## config.mk

```make
export PLATFORM = sky130hd
export DESIGN_NAME = exc_entry_ctrl
export DESIGN_NICKNAME = d
export VERILOG_FILES = /design/src/rtl/exc_entry_ctrl.sv
export SDC_FILE = /design/constraint.sdc
export NUM_CORES = 1
export LEC_CHECK = 0
export ABC_AREA = 0
export BUFFER_PORTS_ARGS = -buffer_cell sky130_fd_sc_hd__buf_2
export CORE_MARGIN = 2
export CORE_UTILIZATION = 48
export CTS_CLUSTER_SIZE = 14
export DETAILED_ROUTE_END_ITERATION = 10
export GPL_ROUTABILITY_DRIVEN = 0
export GPL_TIMING_DRIVEN = 1
export HOLD_SLACK_MARGIN = 0.1
export PLACE_DENSITY = 0.67
export SYNTH_ARGS = -nofsm -noshare
export SYNTH_HDL_FRONTEND = slang
export SYNTH_SLANG_ARGS = --single-unit
```

## constraint.sdc

```tcl
create_clock -name clk -period 5.8 [get_ports clk]
set_input_delay 1.16 -clock clk [delete_from_list [all_inputs] [get_ports clk]]
set_output_delay 1.16 -clock clk [all_outputs]
set_load 0.01 [all_outputs]
```

## src/rtl/exc_entry_ctrl.sv

```systemverilog
module exc_entry_ctrl #(
  parameter int AW = 32,
  parameter int NB = 5
) (
  input  logic          clk,
  input  logic          rst_n,
  input  logic          insn_done,
  input  logic          fiq_req,
  input  logic          irq_req,
  input  logic          swi_strobe,
  input  logic          undef_flag,
  input  logic          iabort_flag,
  input  logic          dabort_flag,
  input  logic          ret_req,
  input  logic [AW-1:0] cur_pc,
  input  logic          psr_wr,
  input  logic [7:0]    psr_wdata,
  output logic [7:0]    psr,
  output logic          pc_load,
  output logic [AW-1:0] pc_next,
  output logic          taken,
  output logic [2:0]    event_code,
  output logic          lnk_we,
  output logic          spsr_we,
  output logic [2:0]    bank_sel,
  output logic [AW-1:0] lnk_wdata
);
  localparam int FM = 6;
  localparam int IM = 7;
  localparam logic [2:0] NOBANK = 3'd7;
  localparam logic [7:0] PSR_RST = 8'hD3;

  function automatic logic [4:0] mode_of(input logic [2:0] c);
    case (c)
      3'd1, 3'd4: mode_of = 5'h17;
      3'd2:       mode_of = 5'h11;
      3'd3:       mode_of = 5'h12;
      3'd5:       mode_of = 5'h1B;
      default:    mode_of = 5'h13;
    endcase
  endfunction

  function automatic logic [AW-1:0] vec_of(input logic [2:0] c);
    case (c)
      3'd1:    vec_of = AW'(16);
      3'd2:    vec_of = AW'(28);
      3'd3:    vec_of = AW'(24);
      3'd4:    vec_of = AW'(12);
      3'd5:    vec_of = AW'(4);
      default: vec_of = AW'(8);
    endcase
  endfunction

  function automatic logic [AW-1:0] off_of(input logic [2:0] c);
    case (c)
      3'd1:             off_of = AW'(8);
      3'd2, 3'd3, 3'd4: off_of = AW'(4);
      default:          off_of = '0;
    endcase
  endfunction

  function automatic logic [2:0] bank_of(input logic [4:0] m);
    case (m)
      5'h11:   bank_of = 3'd0;
      5'h12:   bank_of = 3'd1;
      5'h13:   bank_of = 3'd2;
      5'h17:   bank_of = 3'd3;
      5'h1B:   bank_of = 3'd4;
      default: bank_of = NOBANK;
    endcase
  endfunction

  logic [AW-1:0] lnk_q [NB];
  logic [7:0]    sps_q [NB];
  logic [2:0]    evc_q [NB];
  logic [2:0]    sel;

  wire fiq_pend = fiq_req & ~psr[FM];
  wire irq_pend = irq_req & ~psr[IM];

  always_comb begin
    if      (dabort_flag) sel = 3'd1;
    else if (fiq_pend)    sel = 3'd2;
    else if (irq_pend)    sel = 3'd3;
    else if (iabort_flag) sel = 3'd4;
    else if (undef_flag)  sel = 3'd5;
    else if (swi_strobe)  sel = 3'd6;
    else                  sel = 3'd0;
  end

  wire       fire   = insn_done && (sel != 3'd0);
  wire [2:0] cur_b  = bank_of(psr[4:0]);
  wire [2:0] rd_b   = (cur_b == NOBANK) ? 3'd0 : cur_b;
  wire       ret_ok = insn_done && ret_req && !fire && (cur_b != NOBANK);
  wire [2:0] dst_b  = bank_of(mode_of(sel));

  logic [7:0] psr_ent;
  always_comb begin
    psr_ent = {psr[7:5], mode_of(sel)};
    if (sel == 3'd2) psr_ent[FM] = 1'b1;
    if (sel == 3'd3) psr_ent[IM] = 1'b1;
  end

  always_ff @(posedge clk or negedge rst_n) begin
    if (!rst_n) begin
      psr        <= PSR_RST;
      pc_load    <= 1'b0;
      pc_next    <= '0;
      taken      <= 1'b0;
      event_code <= 3'd0;
      lnk_we     <= 1'b0;
      spsr_we    <= 1'b0;
      bank_sel   <= 3'd0;
      lnk_wdata  <= '0;
      for (int i = 0; i < NB; i++) begin
        lnk_q[i] <= '0;
        sps_q[i] <= '0;
        evc_q[i] <= '0;
      end
    end else begin
      pc_load <= fire || ret_ok;
      taken   <= fire;
      lnk_we  <= fire;
      spsr_we <= fire;
      if (fire) begin
        psr          <= psr_ent;
        pc_next      <= vec_of(sel);
        event_code   <= sel;
        bank_sel     <= dst_b;
        lnk_wdata    <= cur_pc + AW'(8);
        lnk_q[dst_b] <= cur_pc + AW'(8);
        sps_q[dst_b] <= psr;
        evc_q[dst_b] <= sel;
      end else if (ret_ok) begin
        psr        <= sps_q[rd_b];
        pc_next    <= lnk_q[rd_b] - off_of(evc_q[rd_b]);
        event_code <= 3'd0;
      end else begin
        event_code <= 3'd0;
        if (psr_wr) psr <= psr_wdata;
      end
    end
  end
endmodule

```

Word level (Yosys, flattened, before mapping)
Index checks and enable logic that the tools add are counted.

Input port bits: 51. Register bits: 295. Logic and storage cells: 116. Output and inout port bits: 82.

Reductions and logical operators: 16. Add/subtract/negate cells: 2. Bitwise operators: 7. Equality and inequality tests: 23. Order comparisons: 3. Multiplexer cells: 40.

Operators by type and width (count): 2-to-1 mux 32 bit (7); bitwise mux 160 bit (1); binary-select mux 32 bit (select 3 bit) (1); demux 32 bit (select 3 bit) (1); == test 5 bit (second input constant) (10); 2-to-1 mux 8 bit (6); bitwise mux 40 bit (1); 2-to-1 mux 3 bit (11); adder 32 x 4 -> 32 bit (second input constant) (1); subtractor 32 bit (1); one-hot mux 3 bit (5 select lines) (2); one-hot mux 5 bit (5 select lines) (1); binary-select mux 8 bit (select 3 bit) (1); demux 8 bit (select 3 bit) (1); one-hot mux 4 bit (4 select lines) (1); bitwise mux 15 bit (1); == test 3 x 2 -> 1 bit (second input constant) (4); == test 3 bit (second input constant) (4); binary-select mux 3 bit (select 3 bit) (1); demux 3 bit (select 3 bit) (1); greater-or-equal comparator 4 bit (second input constant) (2); inverter 3 -> 4 bit (2); one-hot mux 4 bit (2 select lines) (1); == test 3 x 1 -> 1 bit (second input constant) (2); 14 further kinds (27).

Logic depth before layout (Yosys ltp)
Depth after elaboration: 17. Gate-level depth with buffers: 19.

Worst setup path before layout
Ideal clock, no wire load.

Path type: reg2reg. From: register psr[1]. To: register pc_next[26]. Arrival: 3929 ps. Stages on the path, launching flop included: 17. Buffers on the path: 4. Path slack: 1740 ps. Required time: 5670 ps. Library setup time: 130 ps. Cells stage by stage: dfstp_2 -> buf_4 -> nand3_2 -> nor2_1 -> clkbuf_1 -> clkbuf_1 -> clkbuf_1 -> a21oi_1 -> mux2i_1 -> ha_1 -> fa_1 -> o21ai_0 -> a211oi_4 -> nand4_4 -> nor4_4 -> mux2i_1 -> o21ai_1.

Word-level cells in the longest chain between the ends: 16. Elaborated cells on any way between the ends: 29. Those cells by class: add/sub (1); eq/ne (11); mux (13); bitwise (1); reduce/logical (3).

Ends and longest elaborated chain: start, declared (line 18) `output logic [7:0] psr,`; start signal, assigned (line 126) `psr <= psr_ent;`; start signal, assigned (line 135) `psr <= sps_q[rd_b];`; start signal, assigned (line 140) `if (psr_wr) psr <= psr_wdata;`; == test 5 bit (line 63) `case (m)`; one-hot mux 3 bit (5 select lines) * (line 63); == test 3 bit (line 93) `wire [2:0] rd_b = (cur_b == NOBANK) ? 3'd0 : cur_b;`; 2-to-1 mux 3 bit (line 93); inverter 3 -> 4 bit (implied by the code) (line 136) `pc_next <= lnk_q[rd_b] - off_of(evc_q[rd_b]);`; binary-select mux 3 bit (select 3 bit) (line 136); 2-to-1 mux 3 bit (implied by the code) (2 in series) (line 136); == test 3 x 2 -> 1 bit or == test 3 bit (tied branches) (line 55) `case (c)`; OR reduction 3 bit (line 55); one-hot mux 4 bit (2 select lines) (line 55); 2-to-1 mux 32 bit (line 134) `end else if (ret_ok) begin`; 2-to-1 mux 32 bit (line 125) `if (fire) begin`; subtractor 32 bit (line 136); 2-to-1 mux 32 bit (line 134); 2-to-1 mux 32 bit (line 125); end signal, assigned (line 127) `pc_next <= vec_of(sel);`; end signal, assigned (line 136); end, declared (line 20) `output logic [AW-1:0] pc_next,`.

Every way passes the cells marked *; elsewhere a longest branch is shown, timed or not. The select of a mux whose other input is x is not followed. A chain may end at the register's enable or synchronous reset.

Worst setup path after layout
From: register psr[3]. To: register pc_next[29].

Same word-level chain as after synthesis.

==> results.md <==
Critical path:
- On the critical path the largest part of the delay comes from simple AND/OR/NAND/NOR gates.
- The data required time of the critical path is 6.19 ns.
- At the worst endpoint, the arrival time is 5.11 ns.
- STA classifies the critical path startpoint as a flop.
- The number of buffer and inverter stages on the critical path is 0.
- Traced cell by cell, the critical path runs through nand2b_1 -> or2_1 -> o22ai_1 -> a211oi_1 -> a21oi_1 -> nand3b_1 -> ha_1 -> a21oi_1 -> o21ai_0 -> nor2_1 -> nand3b_1 -> nor4_4 -> mux2i_1 -> nand3_1.
- The standard cell with the maximum stage delay on the critical path is sky130_fd_sc_hd__dfrtp_1.
- The type of destination of the critical path is a flop.
- For this run, the slowest stage of the critical path takes 0.90 ns.
- Of all nets on the critical path, the largest fanout is 26.
- The class of the most critical setup path is reg2reg.

Floorplan:
- The area of the die is 30650 µm².
- The initial standard-cell utilization of the core is 0.4881.
- The die is 175.1 µm wide.
- The placeable core region is 28780 µm².
- The top-level port count is 133.
- In this run the core area contains 62 standard-cell rows.
- From bottom edge to top edge, the die measures 175.1 µm.

GRT:
- The via count of the first global-routing pass is 11.18k.
- The number of antenna violations at the first check in global routing came to 1.
- The global-route wire length before repair is 64.05 mm.
- The total routing resource utilization after global routing is 0.2673.
- The maximum number of pins on one net before global-route repair is 119.
- Global routing finished with a remaining overflow of 0.

Clocking:
- In this run the clock root is driven by a sky130_fd_sc_hd__clkbuf_16.
- The clock passes through at most 3 buffers.
- The clock net sink count is 295.
- The clock tree synthesis step divided the H-tree into 2 levels.
- The clock network latency to the later pin of the worst-skew pair is 0.51 ns.
- Gates resized during post-CTS repair numbered 0.
- Hold repair after CTS inserted 0 buffers.
- After clock tree synthesis, the clock-pin slew on the worst setup and hold paths is 0.06 ns.
- After clock tree synthesis, the setup repair step added 0 buffers.
- TritonCTS built the clock tree.
- The number of buffers inserted during clock tree synthesis is 34.

Timing:
- In this run the tightest slew margin relative to its limit is 0.3051.
- The final critical delay including setup and external delays is 4.720 ns.
- Timing would allow up to 0.2119 GHz.
- The count of pins over their slew limit is 0.
- The worst clock skew is 0.008233 ns.
- The number of failing hold endpoints at the final stage is 0.
- The setup TNS after final layout is 0 ns.
- For the pin with the worst max-slew slack, the measured transition is 1.035 ns.
- Setup repair after global routing left no endpoint under its margin.
- Setup violations remaining at the end of the flow were counted as 0.
- The post-route worst hold slack is 0.4697 ns.
- The share of the clock period used by the worst path after layout is 0.8138.

Yosys:
- After synthesis, the netlist uses 77 different library cells.
- The most frequent cell after synthesis is sky130_fd_sc_hd__nand2_1.
- The cell area after synthesis is 14050 µm².
- The count of synthesis-stage warnings from yosys is 0.
- The most common flop cell mapped by yosys is sky130_fd_sc_hd__dfrtp_1.
- The sequential fraction of the synthesis area is 0.5260.
- Sorting the synthesized cells by area gives the leading types as sky130_fd_sc_hd__dfrtp_1 (52%), sky130_fd_sc_hd__nand2_1 (7.8%), sky130_fd_sc_hd__o21ai_0 (7.1%).
- The number of register bits inferred by synthesis is 295.
- Synthesis produced a netlist whose cell count is 1478.
- The net count of the mapped netlist is 1533.
- The number of enable flip-flop cells after synthesis is 0.
- The post-synthesis cell type with the largest combined area is sky130_fd_sc_hd__dfrtp_1.
- A synthesized cell averages 9.504 µm².
- By count the netlist is led by sky130_fd_sc_hd__nand2_1 (292), sky130_fd_sc_hd__dfrtp_1 (290), sky130_fd_sc_hd__o21ai_0 (200), sky130_fd_sc_hd__nor2_1 (84), sky130_fd_sc_hd__clkbuf_1 (70).
- The share of synthesized area in the top cell type comes to 0.5166.
- The post-synthesis async set-or-reset flop share is 1.000.

Worst hold path:
- The type of the most critical hold path is reg2reg.

Power and ir drop:
- The total power of the final layout is 0.006398 W.
- The power density relative to cell area is 396.5 nW/µm².
- The maximum resistive drop on vdd is 0.2143 mV.
- The leakage power total is 7.324 nW.

Routing:
- The total detailed-routing wirelength is 40.40 mm.
- For this block, the initial DRC count from the detailed router was 1103.
- The detailed-route DRC error count is 0.
- After detailed routing, the number of vias per cell comes to 5.857.
- Before antenna repair, the detailed router went through 7 iterations.
- In this run the remaining antenna-violating nets after routing total 0.
- In the final routed layout, each cell accounts on average for 20.40 µm.
- The routed layout has 11.60k vias.

Placement:
- Port buffering added 132 buffers.
- The half-perimeter wire length of the detailed placement result is 27.01 mm.

Status:
- The flow ran to the end, and the final reports show no timing, DRC or antenna violations.

Job:
- The tool flagged a number of max-cap violations equal to 0.

Cells and area:
- The total of fill cells in the finished design is 2610.
- The ratio of cells with drive above 1 in the final layout is 0.1812.
- Once layout is complete, the utilization of the core stands at 0.5607.
- The growth of design area from synthesis to finish is 14.88%.
- The number of nets in the layout is 1627.
registers in the layout, summed over array words and instances, names as in the netlist:
name / flops
bank_sel: 3
evc_q: 15
event_code: 3
lnk_q: 160
lnk_wdata: 32
pc_load: 1
pc_next: 32
psr: 8
sps_q: 40
spsr_we: 1
metal layers:
| layer | vias to the layer above | GRT usage | wire length, µm |
|---|---|---|---|
| met3 | 100 | 0.05091 | 2981 |
| li1 | 5338 | - | - |
| met1 | 5684 | 0.3810 | 18010 |
| met2 | 475 | 0.4079 | 17990 |
| met4 | 0 | 0.09792 | 1420 |
| met5 | - | 0 | 0 |
path summary, 6_finish.rpt:
kind | start | end | slack (ns) | depth (start not counted)
max | psr[3]$_DFFE_PN0P_ | pc_next[29]$_DFFE_PN0P_ | 1.08 | 14
min | lnk_wdata[4]$_DFFE_PN0P_ | lnk_wdata[4]$_DFFE_PN0P_ | 0.47 | 2
max reg2reg | psr[3]$_DFFE_PN0P_ | pc_next[29]$_DFFE_PN0P_ | 1.08 | 14
min reg2reg | lnk_wdata[4]$_DFFE_PN0P_ | lnk_wdata[4]$_DFFE_PN0P_ | 0.47 | 2
max in group asynchronous | rst_n | lnk_q[56]$_DFFE_PN0P_ | 3.94 | 2
min in group asynchronous | rst_n | pc_next[7]$_DFFE_PN0P_ | 0.70 | 1
cells by family after synthesis:
kind of cell,count (synthesis),synth area share
simple gates,559,0.1865
compound gates,374,0.1583
fa+ha+maj,4,0.004098
mux,74,0.05692
buf+inv,122,0.03705
xor+xnor,50,0.03117
flops,295,0.5260
final cells by class:
| type | instances | area (µm²) | area share |
|---|---|---|---|
| inverters | 24 | 90.09 | 0.005582 |
| well taps | 384 | 480.5 | 0.02977 |
| flip-flops and latches | 295 | 7390 | 0.4579 |
| repair buffers | 156 | 863.3 | 0.05350 |
| multi-input cells | 1061 | 6173 | 0.3825 |
| diodes | 1 | 2.502 | 0.0001551 |
| clock buffers | 53 | 1056 | 0.06544 |
| clock inverters | 6 | 82.58 | 0.005117 |
per-stage QoR:
step	setup WS (ns)	cells	cell area (µm²)
after detailed placement	1.218	1920	15000
after CTS	1.218	1979	16140
after global routing	0.8488	1979	16140
after floorplan	1.740	1478	14050
final	1.080	1980	16140
after global placement	1.419	1920	15000
worst min-delay path, cell delays in order, from the launching register on:
cell	delay, ns
sky130_fd_sc_hd__dfrtp_1	0.34
sky130_fd_sc_hd__nand2_1	0.05
sky130_fd_sc_hd__nand2_1	0.05
power breakdown:
part / switching, W / internal, W / leakage (nW)
clock: 0.000847 / 0.00134 / 0.557
sequential: 0.000300 / 0.00250 / 3.65
combinational: 0.000855 / 0.000556 / 3.12
total: 0.00200 / 0.00440 / 7.32
cell usage in the layout (no fill, tap or decap), drive strengths merged, types with 7 or more instances in the layout:
master / count
nand2: 293
dfrtp: 290
o21ai: 209
buf: 156
nor2: 85
a21oi: 56
clkbuf: 53
nand3: 51
mux2: 47
nor3: 31
mux2i: 27
xnor2: 26
xor2: 24
inv: 24
o22ai: 23
nor2b: 21
a211oi: 19
nand2b: 15
and3: 10
a22oi: 10
nor4: 10
and2: 9
nand4: 9
a222oi: 7
a32oi: 7
No activity file was read; power rests on OpenSTA's default activity.
